[config.mk]
export PLATFORM = sky130hd
export DESIGN_NAME = ata_tf_ctrl
export DESIGN_NICKNAME = d
export VERILOG_FILES = /design/src/rtl/ata_tf_pkg.sv /design/src/rtl/ata_tf_regs.sv /design/src/rtl/ata_tf_ident.sv /design/src/rtl/ata_tf_seq.sv /design/src/rtl/ata_tf_ctrl.sv
export SDC_FILE = /design/constraint.sdc
export NUM_CORES = 1
export LEC_CHECK = 0
export BUFFER_PORTS_ARGS = -buffer_cell sky130_fd_sc_hd__buf_2
export CAP_MARGIN = 15
export CORE_UTILIZATION = 34
export CTS_BUF_LIST = sky130_fd_sc_hd__clkbuf_8
export DETAILED_ROUTE_END_ITERATION = 6
export GPL_ROUTABILITY_DRIVEN = 1
export SLEW_MARGIN = 15
export SYNTH_ARGS = -nofsm -noshare
export SYNTH_HDL_FRONTEND = slang
export SYNTH_HIERARCHICAL = 1
export SYNTH_SLANG_ARGS = --single-unit
[constraint.sdc]
create_clock -name clk_i -period 3.1 [get_ports clk_i]
set_clock_uncertainty 0.15 [all_clocks]
set_input_delay 0.93 -clock clk_i [delete_from_list [all_inputs] [get_ports clk_i]]
set_output_delay 0.93 -clock clk_i [all_outputs]
set_load 0.1 [all_outputs]
[src/rtl/ata_tf_pkg.sv]
package ata_tf_pkg;
  localparam int unsigned ID_WORDS = 256;

  localparam logic [7:0] ST_BSY = 8'h80;
  localparam logic [7:0] ST_RDY = 8'h40;
  localparam logic [7:0] ST_DRQ = 8'h08;
  localparam logic [7:0] ST_ERR = 8'h01;

  localparam logic [7:0] CMD_RD_DMA = 8'hC8;
  localparam logic [7:0] CMD_WR_DMA = 8'hCA;
  localparam logic [7:0] CMD_FLUSH  = 8'hE7;
  localparam logic [7:0] CMD_IDENT  = 8'hEC;

  localparam logic [2:0] OFS_DATA = 3'd0;
  localparam logic [2:0] OFS_FEAT = 3'd1;
  localparam logic [2:0] OFS_CNT  = 3'd2;
  localparam logic [2:0] OFS_A0   = 3'd3;
  localparam logic [2:0] OFS_DEV  = 3'd6;
  localparam logic [2:0] OFS_CMD  = 3'd7;

  typedef enum logic [1:0] {S_IDLE, S_PIO, S_DMA, S_FLUSH} seq_state_e;
endpackage

[src/rtl/ata_tf_regs.sv]
module ata_tf_regs
  import ata_tf_pkg::*;
#(
  parameter int unsigned LBA_W = 24
) (
  input  logic             clk_i,
  input  logic             rst_ni,
  input  logic             we_i,
  input  logic [2:0]       addr_i,
  input  logic [7:0]       wdata_i,
  output logic [7:0]       count_o,
  output logic [LBA_W-1:0] lba_o,
  output logic [7:0]       rdata_o
);
  localparam int unsigned NB = LBA_W / 8;

  logic [7:0] feat_q, cnt_q, dev_q;

  always_ff @(posedge clk_i or negedge rst_ni) begin
    if (!rst_ni) begin
      feat_q <= '0;
      cnt_q  <= '0;
      dev_q  <= '0;
    end else if (we_i) begin
      if (addr_i == OFS_FEAT) feat_q <= wdata_i;
      if (addr_i == OFS_CNT)  cnt_q  <= wdata_i;
      if (addr_i == OFS_DEV)  dev_q  <= wdata_i;
    end
  end

  for (genvar g = 0; g < NB; g++) begin : g_lba
    localparam logic [2:0] OFS = 3'(int'(OFS_A0) + g);
    always_ff @(posedge clk_i or negedge rst_ni) begin
      if (!rst_ni) lba_o[g*8 +: 8] <= '0;
      else if (we_i && addr_i == OFS) lba_o[g*8 +: 8] <= wdata_i;
    end
  end

  assign count_o = cnt_q;

  always_comb begin
    rdata_o = '0;
    if (addr_i == OFS_FEAT) rdata_o = feat_q;
    if (addr_i == OFS_CNT)  rdata_o = cnt_q;
    if (addr_i == OFS_DEV)  rdata_o = dev_q;
    for (int i = 0; i < int'(NB); i++) begin
      if (addr_i == 3'(int'(OFS_A0) + i)) rdata_o = lba_o[i*8 +: 8];
    end
  end
endmodule

[src/rtl/ata_tf_ident.sv]
module ata_tf_ident #(
  parameter int unsigned ID_WORDS = 256,
  parameter logic [31:0] CAPACITY = 32'h0012_3400
) (
  input  logic        clk_i,
  input  logic        rst_ni,
  input  logic        start_i,
  input  logic        adv_i,
  output logic [15:0] word_o,
  output logic        last_o
);
  localparam int unsigned IDX_W = $clog2(ID_WORDS);

  logic [IDX_W-1:0] idx_q;

  always_ff @(posedge clk_i or negedge rst_ni) begin
    if (!rst_ni)      idx_q <= '0;
    else if (start_i) idx_q <= '0;
    else if (adv_i)   idx_q <= idx_q + 1'b1;
  end

  assign last_o = (idx_q == IDX_W'(ID_WORDS - 1));

  always_comb begin
    word_o = '0;
    if (idx_q == IDX_W'(0))  word_o = 16'h0040;
    if (idx_q == IDX_W'(60)) word_o = CAPACITY[15:0];
    if (idx_q == IDX_W'(61)) word_o = CAPACITY[31:16];
    if (idx_q == IDX_W'(85)) word_o = 16'h0020;  // write cache enabled
  end
endmodule

[src/rtl/ata_tf_seq.sv]
module ata_tf_seq
  import ata_tf_pkg::*;
(
  input  logic       clk_i,
  input  logic       rst_ni,
  input  logic       cmd_we_i,
  input  logic [7:0] cmd_i,
  input  logic       data_rd_i,
  input  logic       stat_rd_i,
  input  logic       id_last_i,
  input  logic       dma_done_i,
  input  logic       dma_err_i,
  input  logic       flush_done_i,
  output logic [7:0] status_o,
  output logic       irq_o,
  output logic       dma_req_o,
  output logic       dma_dir_o,
  output logic       flush_req_o,
  output logic       id_start_o,
  output logic       id_adv_o
);
  seq_state_e state_q;
  logic err_q, irq_q, dir_q;
  logic bsy, drq, accept;

  assign bsy    = (state_q == S_DMA) || (state_q == S_FLUSH);
  assign drq    = (state_q == S_PIO);
  assign accept = cmd_we_i && !bsy;

  always_ff @(posedge clk_i or negedge rst_ni) begin
    if (!rst_ni) begin
      state_q <= S_IDLE;
      err_q   <= 1'b0;
      irq_q   <= 1'b0;
      dir_q   <= 1'b0;
    end else begin
      if (stat_rd_i) irq_q <= 1'b0;
      unique case (state_q)
        S_IDLE, S_PIO: begin
          if (drq && data_rd_i && id_last_i) state_q <= S_IDLE;
          if (accept) begin
            err_q   <= 1'b0;
            state_q <= S_IDLE;
            unique case (cmd_i)
              CMD_IDENT: begin
                state_q <= S_PIO;
                irq_q   <= 1'b1;
              end
              CMD_RD_DMA: begin
                state_q <= S_DMA;
                dir_q   <= 1'b1;
              end
              CMD_WR_DMA: begin
                state_q <= S_DMA;
                dir_q   <= 1'b0;
              end
              CMD_FLUSH: state_q <= S_FLUSH;
              default: begin
                err_q <= 1'b1;
                irq_q <= 1'b1;
              end
            endcase
          end
        end
        S_DMA: if (dma_done_i) begin
          state_q <= S_IDLE;
          err_q   <= dma_err_i;
          irq_q   <= 1'b1;
        end
        S_FLUSH: if (flush_done_i) begin
          state_q <= S_IDLE;
          irq_q   <= 1'b1;
        end
        default: state_q <= S_IDLE;
      endcase
    end
  end

  assign status_o    = ST_RDY | (bsy ? ST_BSY : 8'h00) | (drq ? ST_DRQ : 8'h00)
                     | (err_q ? ST_ERR : 8'h00);
  assign irq_o       = irq_q;
  assign dma_req_o   = (state_q == S_DMA);
  assign dma_dir_o   = dir_q;
  assign flush_req_o = (state_q == S_FLUSH);
  assign id_start_o  = accept && (cmd_i == CMD_IDENT);
  assign id_adv_o    = drq && data_rd_i;
endmodule

[src/rtl/ata_tf_ctrl.sv]
module ata_tf_ctrl
  import ata_tf_pkg::*;
#(
  parameter int unsigned LBA_W    = 24,
  parameter logic [31:0] CAPACITY = 32'h0012_3400
) (
  input  logic             clk_i,
  input  logic             rst_ni,
  input  logic [2:0]       bus_addr_i,
  input  logic             bus_wr_i,
  input  logic             bus_rd_i,
  input  logic [7:0]       bus_wdata_i,
  output logic [15:0]      bus_rdata_o,
  output logic             irq_o,
  output logic             dma_req_o,
  output logic             dma_dir_o,
  output logic [LBA_W-1:0] dma_lba_o,
  output logic [7:0]       dma_count_o,
  input  logic             dma_done_i,
  input  logic             dma_err_i,
  output logic             flush_req_o,
  input  logic             flush_done_i
);
  logic [7:0]  reg_rdata, status;
  logic [15:0] id_word;
  logic        id_last, id_start, id_adv;
  logic        cmd_we, stat_rd, data_rd;

  assign cmd_we  = bus_wr_i && (bus_addr_i == OFS_CMD);
  assign stat_rd = bus_rd_i && (bus_addr_i == OFS_CMD);
  assign data_rd = bus_rd_i && (bus_addr_i == OFS_DATA);

  ata_tf_regs #(.LBA_W(LBA_W)) i_regs (
    .clk_i   (clk_i),
    .rst_ni  (rst_ni),
    .we_i    (bus_wr_i),
    .addr_i  (bus_addr_i),
    .wdata_i (bus_wdata_i),
    .count_o (dma_count_o),
    .lba_o   (dma_lba_o),
    .rdata_o (reg_rdata)
  );

  ata_tf_ident #(.ID_WORDS(ID_WORDS), .CAPACITY(CAPACITY)) i_ident (
    .clk_i   (clk_i),
    .rst_ni  (rst_ni),
    .start_i (id_start),
    .adv_i   (id_adv),
    .word_o  (id_word),
    .last_o  (id_last)
  );

  ata_tf_seq i_seq (
    .clk_i        (clk_i),
    .rst_ni       (rst_ni),
    .cmd_we_i     (cmd_we),
    .cmd_i        (bus_wdata_i),
    .data_rd_i    (data_rd),
    .stat_rd_i    (stat_rd),
    .id_last_i    (id_last),
    .dma_done_i   (dma_done_i),
    .dma_err_i    (dma_err_i),
    .flush_done_i (flush_done_i),
    .status_o     (status),
    .irq_o        (irq_o),
    .dma_req_o    (dma_req_o),
    .dma_dir_o    (dma_dir_o),
    .flush_req_o  (flush_req_o),
    .id_start_o   (id_start),
    .id_adv_o     (id_adv)
  );

  always_comb begin
    unique case (bus_addr_i)
      OFS_DATA: bus_rdata_o = (status & ST_DRQ) != 8'h00 ? id_word : 16'h0000;
      OFS_CMD:  bus_rdata_o = {8'h00, status};
      default:  bus_rdata_o = {8'h00, reg_rdata};
    endcase
  end
endmodule

==> results.ini <==
[outcome]
outcome=complete, but fails checks
violations=negative setup slack

[run]
max-cap-violations=0

[routing]
vias=2816
wirelength_mm=9.70
drc_errors=0
detail_route.first_pass.iterations=4
ant_nets=0
viasPerCell=5.06
first_iter_violations=73
wl_per_cell_um=17.4

[yosys]
synth_top_cell_area_share=0.423
synth_seq_area_share=0.423
synth_edf_count=0
ys_types=58
synth_top_area_cell=dfrtp_1
ys_ff_latch=61
syn_area_mm2=0.00361
ys_top_cells_by_area=dfrtp_1 42%, mux2_2 15%, buf_4 4.4%, mux2_4 3.3%, mux2i_1 2.2%
synth_xor_area_frac=0.00970
synth_compound_area_frac=0.114
synth-simple-area-share=0.155
synthAdderAreaFrac=0.0104
async_flop_share=1.00
yosys_most_used_dff=dfrtp_1
avgSynthCellArea_um2=11.4
synth_top_family_by_area=multiplexers
synth_mux_area_frac=0.205
syn-instance-count=317
yosysWarnings=6

[timing]
min_period_ps=3290
rsz0062_at_grt=yes
fin_ws_ps=-190
setup_violations=8
fin_crit_sh=1.06
slew_headroom=0.626
hold_viol=0
finalSetupTns_ps=-1070
tightest_slew_ps=561
slew_violations=0
max_freq_ghz=0.304

[clock_network]
clockBufferDepth=2
clk_latency_ps=350
cts.sinks=61
cts_made_buffers=9
cts_tree=built
clockRootBuffer=clkbuf_8
clk_pin_slew_worst_paths_ps=60
h-tree-depth=3

[pwr]
peakVddDrop_mv=0.443
p_leak_nw=2.33
powerDensity_mw_per_mm2=674
power_mw=3.42

[critical_path]
cp.arrival_ps=2210
worstSetupEndpointType=output port
critical_path_class=input pin to output port
cp_max_fo=5
critPathRequiredTime_ps=2020
start_kind=input pin

[global_route]
use_met3=0.0493
globalRouteTotalUtil=0.189
grt-ovfl-total=0
use_met2=0.307
gr-max-usage-layer=met2
grt_pass1_vias=2973
grt_use_met1=0.235
grt_max_degree=62
grt_pass1_wl_mm=15.9
antenna_found_initial=0

[hold_path]
hp-class=flip-flop to flip-flop

[layout]
num_antenna_cells=0
final_cell_area_mm2=0.00506
fin_nets=436
drive_gt1_frac=0.586
syn2layout_area_growth_pct=40.2

[placement]
gp_congestion=0.820
hpwl_mm=6.88
io_buffers=64
place_area_mm2=0.00437

[die]
core_mm2=0.0103
rows=37
dieArea_mm2=0.0110
start_util=0.350
ios=70
chipWidth_um=105
die_y_um=105

==> metal layers <==
| layer | share of wire | wire length [um] |
|---|---|---|
| met5 | 0 | 0 |
| met2 | 0.49 | 4730 |
| met1 | 0.44 | 4240 |
| met3 | 0.044 | 426 |
| met4 | 0.030 | 293 |
==> report_power, final <==
part	total, mW	leakage, nW	switching, mW	internal (mW)
clock	0.670	0.107	0.309	0.361
combinational	1.65	1.47	1.17	0.481
sequential	1.10	0.751	0.140	0.956
total	3.42	2.33	1.62	1.80
==> layout by cell type (no fill, tap or decap), drive strengths merged, types with 5 or more instances in the layout <==
cell,Yosys,layout
nor2,14,14
mux2i,8,8
a22o,8,8
dfrtp,61,61
nand3,7,7
a31oi,8,8
buf,36,112
inv,5,8
clkbuf,1,10
a21o,9,9
o21ai,5,5
mux2,56,56
a21oi,6,6
nand2,14,14
and2,12,12
or2,7,7
conb,3,14
a221oi,7,7
==> final timing paths <==
kind                       slack [ps]  cells past startpoint          endpoint              from
setup / recovery                 -190                      8    bus_rdata_o[1]     bus_addr_i[0]
hold / removal                    350                      1   i_regs/dev_q[4]   i_regs/dev_q[4]
setup reg to reg                 1300                      6  i_ident/idx_q[7]  i_seq/state_q[1]
hold reg to reg                   350                      1   i_regs/dev_q[4]   i_regs/dev_q[4]
max in group asynchronous        2090                      2   i_regs/dev_q[4]            rst_ni
min in group asynchronous         440                      2  i_regs/lba_o[18]            rst_ni
==> kinds of logic after synthesis <==
kind of cell | count (synthesis)
other cells | 3
xor+xnor | 4
simple gates | 86
fa+ha+maj | 3
buf+inv | 42
compound gates | 54
flops | 61
mux | 64
==> cells in the mapped netlist (all sizes together), types with 3 or more instances <==
| cell type | instances |
|---|---|
| a21o | 9 |
| a21oi | 6 |
| a221oi | 7 |
| a22o | 8 |
| a31oi | 8 |
| and2 | 12 |
| and3b | 4 |
| buf | 36 |
| conb | 3 |
| dfrtp | 61 |
| ha | 3 |
| inv | 5 |
| mux2 | 56 |
| mux2i | 8 |
| nand2 | 14 |
| nand2b | 3 |
| nand3 | 7 |
| nand4 | 4 |
| nor2 | 14 |
| nor2b | 4 |
| nor3 | 3 |
| o21ai | 5 |
| or2 | 7 |
| or3 | 3 |
| or4 | 3 |
| xor2 | 3 |
==> metrics by stage <==
stage	setup slack, ps	instances	utilization	hold WS [ps]
final	-190	556	0.490	355
after floorplan	-49.2	328	-	303
after global placement	-402	527	0.423	342
after global routing	-221	556	0.490	387
after CTS	-208	551	0.480	358
after detailed placement	-446	527	0.423	341
==> sequential cells by signal (all words and copies together), names as in the netlist <==
name             count
i_regs/dev_q         8
i_regs/feat_q        8
i_seq/err_q          1
i_regs/count_o       8
i_seq/dma_dir_o      1
i_seq/state_q        2
i_seq/irq_o          1
i_regs/lba_o        24
i_ident/idx_q        8
==> cell type report <==
type / count / area (um^2)
Tap cell: 136 / 170
Timing Repair Buffer: 113 / 1000
Clock buffer: 9 / 124
Multi-Input combinational cell: 225 / 2160
Fill cell: 924 / 5260
Inverter: 5 / 18.8
Sequential cell: 61 / 1530
Clock inverter: 7 / 60.1
==> worst max-delay path, cell delays in order <==
cell	delay, ps
buf_12	120
buf_6	120
buf_6	120
mux2i_1	140
or2_4	250
a31oi_4	210
a21o_4	150
buf_12	160
==> repair_timing <==
item | in CTS | in global routing
pin swaps | 12 | 8
endpoints found under the setup margin | 11 | 11
cloned | 1 | 2
setup buffers | 8 | 3
hold buffers | 0 | 0
gates resized for setup | 65 | 13
Note: power is estimated with default switching activity, not from simulation.
